File: src/rtl/adcreg_pkg.sv
package adcreg_pkg;

    localparam int DATA_W          = 32;
    localparam int NUM_REGS        = 6;
    localparam int NUM_BUFS        = 16;
    localparam int SLOT_SHIFT      = 4;
    localparam int WINDOW_BYTES    = 'h170;
    localparam int BUF_FIRST_SLOT  = 7;
    localparam int REG_IDX_W       = $clog2(NUM_REGS);

    // slot number (offset >> SLOT_SHIFT) for each control word
    localparam int REG_SLOT [NUM_REGS] = '{0, 1, 2, 4, 5, 6};

    typedef enum logic [1:0] {
        OP_ASSIGN = 2'b00,
        OP_CLEAR  = 2'b01,
        OP_SET    = 2'b10,
        OP_FLIP   = 2'b11
    } wr_op_e;

    typedef struct packed {
        logic                 in_win;
        logic                 is_reg;
        logic                 is_buf;
        logic                 is_hole;
        logic [REG_IDX_W-1:0] reg_idx;
        wr_op_e               op;
    } dec_t;

    function automatic logic [DATA_W-1:0] apply_op(
        input logic [DATA_W-1:0] cur,
        input logic [DATA_W-1:0] mask,
        input wr_op_e            op
    );
        logic [DATA_W-1:0] res;
        unique case (op)
            OP_ASSIGN: res = mask;
            OP_CLEAR:  res = cur & ~mask;
            OP_SET:    res = cur | mask;
            OP_FLIP:   res = cur ^ mask;
            default:   res = cur;
        endcase
        return res;
    endfunction

endpackage

File: src/rtl/adcreg_decode.sv
module adcreg_decode
    import adcreg_pkg::*;
#(
    parameter int ADDR_W = 12
) (
    input  logic [ADDR_W-1:0] addr,
    output dec_t              dec
);
    localparam int SLOT_W = ADDR_W - SLOT_SHIFT;

    logic [SLOT_W-1:0] slot;
    assign slot = addr[ADDR_W-1:SLOT_SHIFT];

    always_comb begin
        dec         = '0;
        dec.op      = wr_op_e'(addr[3:2]);
        dec.in_win  = (addr < ADDR_W'(WINDOW_BYTES));
        for (int i = 0; i < NUM_REGS; i++) begin
            if (dec.in_win && slot == SLOT_W'(REG_SLOT[i])) begin
                dec.is_reg  = 1'b1;
                dec.reg_idx = REG_IDX_W'(i);
            end
        end
        dec.is_buf  = dec.in_win
                    && (slot >= SLOT_W'(BUF_FIRST_SLOT))
                    && (slot <  SLOT_W'(BUF_FIRST_SLOT + NUM_BUFS));
        dec.is_hole = dec.in_win && !dec.is_reg && !dec.is_buf;
    end

endmodule

File: src/rtl/adcreg_cell.sv
module adcreg_cell
    import adcreg_pkg::*;
(
    input  logic              clk,
    input  logic              rst,
    input  logic              wr_sel,
    input  wr_op_e            op,
    input  logic [DATA_W-1:0] wdata,
    output logic [DATA_W-1:0] q
);
    always_ff @(posedge clk) begin
        if (rst)
            q <= '0;
        else if (wr_sel)
            q <= apply_op(q, wdata, op);
    end

    AST_ASSIGN_LOADS: assert property (@(posedge clk) disable iff (rst)
        (wr_sel && op == OP_ASSIGN) |=> q == $past(wdata));
    AST_CLEAR_BITS: assert property (@(posedge clk) disable iff (rst)
        (wr_sel && op == OP_CLEAR) |=> ((q & $past(wdata)) == '0)
            && ((q & ~$past(wdata)) == ($past(q) & ~$past(wdata))));
    AST_SET_BITS: assert property (@(posedge clk) disable iff (rst)
        (wr_sel && op == OP_SET) |=> ((q & $past(wdata)) == $past(wdata))
            && ((q & ~$past(wdata)) == ($past(q) & ~$past(wdata))));
    AST_FLIP_BITS: assert property (@(posedge clk) disable iff (rst)
        (wr_sel && op == OP_FLIP) |=> (q ^ $past(q)) == $past(wdata));
    AST_UNSELECTED_HOLDS: assert property (@(posedge clk) disable iff (rst)
        !wr_sel |=> $stable(q));

endmodule

File: src/rtl/adc_regbank.sv
module adc_regbank
    import adcreg_pkg::*;
#(
    parameter int ADDR_W = 12
) (
    input  logic              clk,
    input  logic              rst,
    input  logic              wr_en,
    input  logic              rd_en,
    input  logic [ADDR_W-1:0] addr,
    input  logic [DATA_W-1:0] wdata,
    output logic [DATA_W-1:0] rdata,
    output logic              err
);
    dec_t dec;
    logic [NUM_REGS-1:0][DATA_W-1:0] regs_q;
    logic [DATA_W-1:0]               rd_next;

    adcreg_decode #(.ADDR_W(ADDR_W)) u_decode (
        .addr (addr),
        .dec  (dec)
    );

    for (genvar g = 0; g < NUM_REGS; g++) begin : g_cell
        logic sel;
        assign sel = wr_en && dec.is_reg && (dec.reg_idx == REG_IDX_W'(g));
        adcreg_cell u_cell (
            .clk   (clk),
            .rst   (rst),
            .wr_sel(sel),
            .op    (dec.op),
            .wdata (wdata),
            .q     (regs_q[g])
        );
    end

    always_comb begin
        rd_next = '0;
        for (int i = 0; i < NUM_REGS; i++) begin
            if (dec.is_reg && dec.reg_idx == REG_IDX_W'(i))
                rd_next = regs_q[i];
        end
    end

    always_ff @(posedge clk) begin
        if (rst) begin
            rdata <= '0;
            err   <= 1'b0;
        end else begin
            rdata <= rd_en ? rd_next : '0;
            err   <= (rd_en || wr_en) && dec.is_hole;
        end
    end

    AST_RDATA_IDLE_ZERO: assert property (@(posedge clk) disable iff (rst)
        !rd_en |=> rdata == '0);
    AST_OUTSIDE_READ_ZERO: assert property (@(posedge clk) disable iff (rst)
        (rd_en && !dec.in_win) |=> rdata == '0);
    AST_NONREG_WRITE_IGNORED: assert property (@(posedge clk) disable iff (rst)
        (wr_en && !dec.is_reg) |=> $stable(regs_q));
    AST_ERR_FROM_HOLE: assert property (@(posedge clk) disable iff (rst)
        err |-> $past(dec.is_hole));

endmodule

File: config.mk
export PLATFORM = sky130hd
export DESIGN_NAME = adc_regbank
export DESIGN_NICKNAME = d
export VERILOG_FILES = /design/src/rtl/adcreg_pkg.sv /design/src/rtl/adcreg_decode.sv /design/src/rtl/adcreg_cell.sv /design/src/rtl/adc_regbank.sv
export SDC_FILE = /design/constraint.sdc
export NUM_CORES = 1
export LEC_CHECK = 0
export BUFFER_PORTS_ARGS = -buffer_cell sky130_fd_sc_hd__buf_2
export CORE_ASPECT_RATIO = 1.4
export CORE_MARGIN = 3
export CORE_UTILIZATION = 60
export CTS_CLUSTER_DIAMETER = 60
export DETAILED_ROUTE_END_ITERATION = 8
export PLACE_DENSITY = 0.74
export SLEW_MARGIN = 10
export SYNTH_ARGS = -nofsm -noshare
export SYNTH_HDL_FRONTEND = slang
export SYNTH_SLANG_ARGS = --single-unit
export TNS_END_PERCENT = 30
File: constraint.sdc
create_clock -name clk -period 2.1 [get_ports clk]
set_input_delay 0 -clock clk [delete_from_list [all_inputs] [get_ports clk]]
set_output_delay 0 -clock clk [all_outputs]
set_load 0.005 [all_outputs]
==> results of run 1 <==
==> power breakdown <==
group / total, W / switching, W / internal (W)
combinational: 0.00191 / 0.00121 / 0.000700
sequential: 0.00428 / 0.00000880 / 0.00428
clock: 0.00483 / 0.00195 / 0.00288
total: 0.0110 / 0.00317 / 0.00786
==> timing repair <==
| action | 4_1_cts | 5_1_grt |
|---|---|---|
| hold buffers | 20 | 0 |
| endpoints found under the hold margin | 30 | 0 |
| buffers inserted | 0 | 0 |
| gates resized for setup | 0 | 0 |
| endpoints found under the setup margin | 0 | 0 |
==> cell type report <==
type                            count  area, µm²
Tap cell                          445      556.8
Clock buffer                       36      759.5
Inverter                          259      972.2
Fill cell                        2835      10840
Antenna cell                        2      5.005
Multi-Input combinational cell   1841      14020
Clock inverter                     10      130.1
Sequential cell                   225       4504
Timing Repair Buffer              199       1615
==> state kept, by name, indices dropped and copies added, names as in the netlist <==
signal / count
rdata: 32
g_cell.u_cell.q: 192
err: 1
==> cell families (layout without fill, tap and decap cells) <==
kind of cell | after synthesis | in the layout | share of synthesized area (%)
other | 0 | 2 | 0
adders and majority gates | 384 | 384 | 23.57
and+or+nand+nor | 662 | 662 | 14.45
muxes | 146 | 146 | 9.132
buffers and inverters | 454 | 504 | 9.218
AOI/OAI and AO/OA | 649 | 649 | 21.55
DFF | 225 | 225 | 22.09
==> critical path, stage by stage <==
cell and delay [ns]:
dlygate4sd3_1 0.60, buf_2 0.16, inv_1 0.33, ha_1 0.31, mux4_2 0.48, mux2i_1 0.15, nor2_1 0.05
==> how the worst min path moves through the flow <==
stage / endpoint / from / depth (start not counted)
after floorplan: err / rst / 3
after CTS: g_cell[3].u_cell.q[26] / wdata[26] / 5
after detailed placement: rdata[26] / rdata[26] / 1
final: g_cell[3].u_cell.q[26] / wdata[26] / 5
after global placement: rdata[26] / rdata[26] / 1
after global routing: g_cell[2].u_cell.q[25] / wdata[25] / 4
==> through the flow <==
| step | setup WS, ns | hold WS (ns) | power [W] | area (µm²) | utilization (%) |
|---|---|---|---|---|---|
| after floorplan | 0.3425 | 0.1685 | 0.005683 | 20390 | - |
| after global placement | 0.1516 | 0.3832 | 0.006124 | 21470 | 64.26 |
| after detailed placement | 0.1467 | 0.3860 | 0.006221 | 21470 | 64.26 |
| after CTS | 0.4794 | 0.001829 | 0.01107 | 22560 | 67.53 |
| after global routing | 0.3598 | 0.02627 | 0.01147 | 22560 | 67.53 |
| final | 0.4318 | 0.007001 | 0.01103 | 22570 | 67.54 |
==> cells in the final DEF (no fill, tap or decap), drive strengths merged <==
cell,instances
clkbuf,37
mux4,32
mux2i,114
a221oi,41
nor4,7
a211oi,160
diode,2
inv,259
nor2,290
nor2b,83
or3,1
ha,384
or3b,1
dlygate4sd3,20
o221a,2
a32oi,21
nand2b,5
a21oi,160
dfxtp,225
or4,1
clkinvlp,2
bufinv,3
nand2,180
buf,178
a21o,21
or2,1
nand3b,1
clkinv,5
o21ai,223
o22ai,21
nor3,92
==> per-layer routing <==
layer  up-vias  global-route usage, %
li1       8743                      -
met1      8726                  37.42
met3       154                  3.459
met5         -                      0
met4         4                  12.78
met2       574                  53.59
==> metrics.md, run 1 <==
| Metric | Value |
|---|---|
| Met1 Wirelength | `22.80 mm` |
| Slack of the worst reg-to-reg path | `0.48 ns` |
| Reg2Reg Depth | `5` |
| Setup-failing EPs final | `0` |
| TritonCTS Buffers | `26` |
| Synth top area cells | `ha_1 24%, dfxtp_1 22%, mux2i_1 5.6%, o21ai_0 5.5%, nor2_1 5.3%` |
| Vias in the first global route | `18040` |
| Placed cells | `2949` |
| Synth Flop Type | `dfxtp_1` |
| Power Density | `488.8 mW/mm²` |
| Fin crit share | `79.44%` |
| TritonCTS Sinks | `225` |
| Routed Wire Length | `56.16 mm` |
| Layout cells sized above 1 | `13.62%` |
| RR Endpoint | `g_cell[2].u_cell.q[15]` |
| Crit path kind | `in2reg` |
| Maxcap violations | `0` |
| Final HPWL from detailed placement | `36.13 mm` |
| Fmax | `0.5995 GHz` |
| First-pass GRT wire length | `91.54 mm` |
| Final layout net count | `2984` |
| Sequential-to-total area share from yosys stat | `22.09%` |
| Port bufs | `78` |
| Yosys top cell by area | `ha_1` |
| Critical Path AT | `2.07 ns` |
| Max layer used | `met5` |
| Required @ worst endpoint | `2.51 ns` |
| Initial core utilization | `61.03%` |
| Initial antenna violation count | `4` |
| Cell area after synthesis | `0.02039 mm²` |
| Avg Inst Size Synth | `8.091 µm²` |
| Endpoints failing hold | `0` |
| Hold Path Class | `in2reg` |
| Top-count cell post-synth | `ha_1` |
| RSZ-0062 raised after global routing | `no` |
| Asr flop ratio synth | `0%` |
| Leak | `9.194 nW` |
| Area grow syn2layout | `10.68%` |
| Routed WL per cell | `18.61 µm` |
| Maximum VDD drop | `616.1 µV` |
| Worst slew pin tran | `1.001 ns` |
| Sum Neg Setup Slack | `0 ns` |
| Post-synth EDFFs | `0` |
| Drt first pass iters | `5` |
| Antenna Violating Nets Remaining | `0` |
| Count of cell types in the netlist | `31` |
| Critical Path Start | `wdata[14]` |
| Outcome | `complete, no violations` |
| Critical Path Sink Type | `flop` |
| Yosys Warn Count | `0` |
| Synth top area share | `23.57%` |
| Via count | `18200` |
| Commonest cells in the synthesized netlist | `384 x ha_1, 290 x nor2_1, 259 x inv_1` |
| Critical path launch point type | `primary input` |
| Met2 WL | `27.88 mm` |
| FF-to-FF Start | `g_cell[2].u_cell.q[15]` |
| Skew-Pair Late Insertion Delay | `0.55 ns` |
| Placer congestion estimate | `0.8065` |
| I/O Pins | `81` |
| Post-Syn Instances | `2520` |
| Longest Clk Path Bufs | `3` |
| Fin crit period | `1.668 ns` |
| Die height | `224.1 µm` |
| TritonCTS clock tree | `built` |
| CTS root buffer | `clkbuf_16` |
| CP Max Fanout | `12` |
| Total die area | `0.03626 mm²` |
| Synth Net Count | `2952` |
| Wire length on met3 | `3.308 mm` |
| Core ar. | `0.03341 mm²` |
| Slew headroom | `33.25%` |
| Die X | `161.8 µm` |
| CP endpoint | `g_cell[2].u_cell.q[14]` |
| Synth Register Bits | `225` |
| Final Slew Violations | `0` |
| H-Tree Level Count | `1` |
| Clock Skew | `0.01046 ns` |
| Drt drc | `0` |
| Largest net degree at the start of global routing | `150` |
| Overall routing resource usage | `30.37%` |
| Reg clk slew, reported paths | `0.06 ns` |
| Drt via density | `6.033` |
| Gr ovfl total | `0` |
| Starting DRT DRC Count | `1463` |
| Final Non-Filler Cells | `3017` |
| Floorplan row count | `79` |
(Power assumes the default switching activity.)
==> inputs of run 2 (changes only) <==
--- a/config.mk
+++ b/config.mk
@@ -5,6 +5,7 @@
 export SDC_FILE = /design/constraint.sdc
 export NUM_CORES = 1
 export LEC_CHECK = 0
+export ABC_AREA = 1
 export BUFFER_PORTS_ARGS = -buffer_cell sky130_fd_sc_hd__buf_2
 export CORE_ASPECT_RATIO = 1.4
 export CORE_MARGIN = 3
==> constraint.sdc (replaced) <==
create_clock -name clk -period 1.6 [get_ports clk]
set_input_delay 0 -clock clk [delete_from_list [all_inputs] [get_ports clk]]
set_output_delay 0 -clock clk [all_outputs]
set_load 0.005 [all_outputs]
==> metrics.md, run 2 <==
| Metric | Value |
|---|---|
| Outcome | `complete, no violations (unchanged)` |
| Asr flop ratio synth | `0% (unchanged)` |
| Synth Flop Type | `dfxtp_1 (unchanged)` |
| Die X | `152.7 µm (was 161.8 µm)` |
| Fin crit share | `95.34%` |
| Reg clk slew, reported paths | `0.06 ns (about the same)` |
| Placer congestion estimate | `0.7899 (was 0.8065)` |
| Design Area, Final | `0.02052 mm² (was 0.02257 mm²)` |
| I/O Pins | `81 (unchanged)` |
| Final Slew Violations | `0 (unchanged)` |
| Max reg flops | `192 (unchanged)` |
| Starting DRT DRC Count | `1064 (was 1463)` |
| Routed WL per cell | `17.94 µm (was 18.61 µm)` |
| Post-synth EDFFs | `0 (unchanged)` |
| Leak | `9.026 nW (was 9.194 nW)` |
| Final HPWL from detailed placement | `32.79 mm (was 36.13 mm)` |
| Via count | `17190 (was 18200)` |
| Post-Syn Instances | `2422 (was 2520)` |
| GR Layer Usage met1 | `37.40% (was 37.42%)` |
| Initial antenna violation count | `0 (was 4)` |
| Floorplan row count | `74 (was 79)` |
| Area grow syn2layout | `13.59% (was 10.68%)` |
| TritonCTS Sinks | `225 (unchanged)` |
| Yosys Warn Count | `0 (unchanged)` |
| FF-to-FF Start | `g_cell[1].u_cell.q[18] (was g_cell[2].u_cell.q[15])` |
| Fmax | `0.6555 GHz` |
| Synth top area cells | `ha_1 27%, dfxtp_1 25%, nand2_1 12%, o21ai_0 5.8%, inv_1 5.4% (was ha_1 24%, dfxtp_1 22%, mux2i_1 5.6%, o21ai_0 5.5%, nor2_1 5.3%)` |
| Drt via density | `5.949 (was 6.033)` |
| Total die area | `0.03226 mm² (was 0.03626 mm²)` |
| Slack of the worst reg-to-reg path | `0.31 ns (was 0.48 ns)` |
| Commonest non-fill, non-tap cell in the layout | `nand2_1 (was ha_1)` |
| Clock Skew | `0.01127 ns (was 0.01046 ns)` |
| Commonest cells in the synthesized netlist | `560 x nand2_1, 384 x ha_1, 262 x inv_1 (was 384 x ha_1, 290 x nor2_1, 259 x inv_1)` |
| TritonCTS clock tree | `built (unchanged)` |
| Initial core utilization | `61.37% (was 61.03%)` |
| Hold Path Class | `in2reg (unchanged)` |
| Crit path kind | `in2reg (unchanged)` |
| Core ar. | `0.02944 mm² (was 0.03341 mm²)` |
| Top Usage Layer GRT | `met2 (unchanged)` |
| Met3 Usage GRT | `3.333% (was 3.459%)` |
| Yosys top cell by area | `ha_1 (unchanged)` |
| Fin crit period | `1.525 ns` |
| Synth Net Count | `2854 (was 2952)` |
| Skew-Pair Late Insertion Delay | `0.54 ns (was 0.55 ns)` |
| Critical Path AT | `2.00 ns (was 2.07 ns)` |
| Worst slew pin tran | `0.4675 ns (was 1.001 ns)` |
| CP Max Fanout | `38 (was 12)` |
| Longest Clk Path Bufs | `3 (unchanged)` |
| Top-count cell post-synth | `nand2_1 (was ha_1)` |
| Avg Inst Size Synth | `7.461 µm² (was 8.091 µm²)` |
| Port bufs | `78 (unchanged)` |
| Layout fillers | `2418 (was 2835)` |
| Reg with most FFs | `g_cell.u_cell.q (unchanged)` |
| Die height | `211.3 µm (was 224.1 µm)` |
| Slew headroom | `68.80% (was 33.25%)` |
| Critical Path Sink Type | `flop (unchanged)` |
| Area of the multi-input gates | `0.01192 mm² (was 0.01402 mm²)` |
| Tot Pwr | `0.01375 W (was 0.01103 W)` |
| Cell area after synthesis | `0.01807 mm² (was 0.02039 mm²)` |
| Antenna Violating Nets Remaining | `0 (unchanged)` |
| Placed instance area | `0.01918 mm² (was 0.02147 mm²)` |
| Required @ worst endpoint | `2.07 ns (was 2.51 ns)` |
| Hold slack | `0.01848 ns (was 0.007001 ns)` |
| TritonCTS Buffers | `27 (was 26)` |
| Overall routing resource usage | `31.28% (was 30.37%)` |
| H-Tree Level Count | `1 (unchanged)` |
| Worst hold path cell count | `7 (was 5)` |
| Worst slack, placed | `0.1097 ns (was 0.1467 ns)` |
| FF+latch area | `0.004504 mm² (unchanged)` |
| First-pass GRT wire length | `84.99 mm (was 91.54 mm)` |
| Count of cell types in the netlist | `29 (was 31)` |
| Power Density | `669.7 mW/mm² (was 488.8 mW/mm²)` |
| ANT cells | `0 (was 2)` |
| CTS root buffer | `clkbuf_16 (unchanged)` |
| Worst hold start | `rd_en (was wdata[26])` |
| Maximum VDD drop | `639.5 µV (was 616.1 µV)` |
| Routed Wire Length | `51.85 mm (was 56.16 mm)` |
| Drt drc | `0 (unchanged)` |
| Gr ovfl total | `0 (unchanged)` |
| Final layout net count | `2923 (was 2984)` |
| Top Registers | `g_cell.u_cell.q (192), rdata (32), err (1) (unchanged)` |
| RSZ-0062 raised after global routing | `yes (was no)` |
| Critical Path Start | `addr[10] (was wdata[14])` |
| Synth top area share | `26.59% (was 23.57%)` |
| Vias in the first global route | `17170 (was 18040)` |
| Endpoints failing hold | `0 (unchanged)` |
| Sequential-to-total area share from yosys stat | `24.93% (was 22.09%)` |
| RR Endpoint | `g_cell[1].u_cell.q[18] (was g_cell[2].u_cell.q[15])` |
| GR Layer Usage met2 | `57.42% (was 53.59%)` |
| Commonest cells after routing, fill and taps aside | `559 x nand2_1, 384 x ha_1, 261 x inv_1 (was 384 x ha_1, 288 x nor2_1, 259 x inv_1)` |
| Reg2Reg Depth | `6 (was 5)` |
| Layout cells sized above 1 | `9.163% (was 13.62%)` |
| WHS Endpoint | `rdata[29] (was g_cell[3].u_cell.q[26])` |
| Critical path launch point type | `primary input (unchanged)` |
| Setup ws final | `0.07451 ns (was 0.4318 ns)` |
| Largest net degree at the start of global routing | `74 (was 150)` |
| Maxcap violations | `0 (unchanged)` |
| Setup-failing EPs final | `0 (unchanged)` |
| Synth Register Bits | `225 (unchanged)` |
| Drt first pass iters | `5 (unchanged)` |
[run 2: cell count changes after synthesis, moves of 83 or more]
cell | before | now
nand2_1 | 180 | 560
nor2_1 | 290 | 72
mux2i_1 | 114 | 0
nor3_1 | 92 | 1
a211oi_2 | 84 | 0
nor2b_1 | 83 | 0
[run 2: area by class of cell]
| class | count | area share, % |
|---|---|---|
| well taps | 380 | 2.317 |
| clock buffers | 42 | 4.103 |
| inverters | 270 | 4.980 |
| flip-flops and latches | 225 | 21.95 |
| repair buffers | 188 | 8.297 |
| multi-input cells | 1779 | 58.06 |
| clock inverters | 6 | 0.2987 |
[run 2: critical path, cell delays in order]
cell and delay, ns:
dlygate4sd3_1 0.54, buf_2 0.13, nor2_2 0.14, nand2_4 0.12
inv_4 0.12, nand2_2 0.07, nor2_4 0.22, nand2_8 0.14
buf_12 0.21, a21oi_1 0.15, o21a_1 0.14
[run 2: metal layers]
metal  wire [µm]  vias to the layer above
met5           0                        -
met4        2209                        0
met3        2930                      153
met2       25820                      511
met1       20890                     8213
li1            -                     8317
[run 2: metrics by stage]
| stage | instances | TNS (ns) | utilization [%] |
|---|---|---|---|
| after floorplan | 2422 | 0 | - |
| after global placement | 2800 | 0 | 65.15 |
| after detailed placement | 2800 | 0 | 65.15 |
| after CTS | 2888 | 0 | 69.58 |
| after global routing | 2890 | -0.2685 | 69.71 |
| final | 2890 | 0 | 69.71 |
[run 2: power breakdown]
part / internal (W) / leakage, nW / switching [W] / total, W
Clock: 0.00375 / 0.447 / 0.00255 / 0.00631
Combinational: 0.000671 / 6.77 / 0.00114 / 0.00181
Sequential: 0.00561 / 1.81 / 0.00000993 / 0.00562
Total: 0.0100 / 9.03 / 0.00371 / 0.0137
[run 2: repair_timing]
action,4_1_cts,5_1_grt
hold buffers,40,1
resized for setup,0,4
hold endpoints to repair,111,2
setup buffers,0,1
endpoints found under the setup margin,0,11
[run 2: kinds of logic after synthesis]
| kind of cell | share of synthesized area (%) |
|---|---|
| AO/OA/AOI/OAI | 22.67 |
| adder cells (fa/ha/maj) | 26.59 |
| buffers and inverters | 9.396 |
| flip-flops | 24.93 |
| AND/OR/NAND/NOR | 16.42 |
[run 2: worst max path at each step]
stage	endpoint	slack (ns)	depth (start not counted)
after detailed placement	g_cell[3].u_cell.q[3]	0.11	10
after floorplan	g_cell[2].u_cell.q[0]	0.47	8
after global placement	g_cell[3].u_cell.q[30]	0.16	10
after global routing	g_cell[3].u_cell.q[17]	-0.04	11
after CTS	rdata[23]	0.09	6
final	g_cell[3].u_cell.q[12]	0.07	11
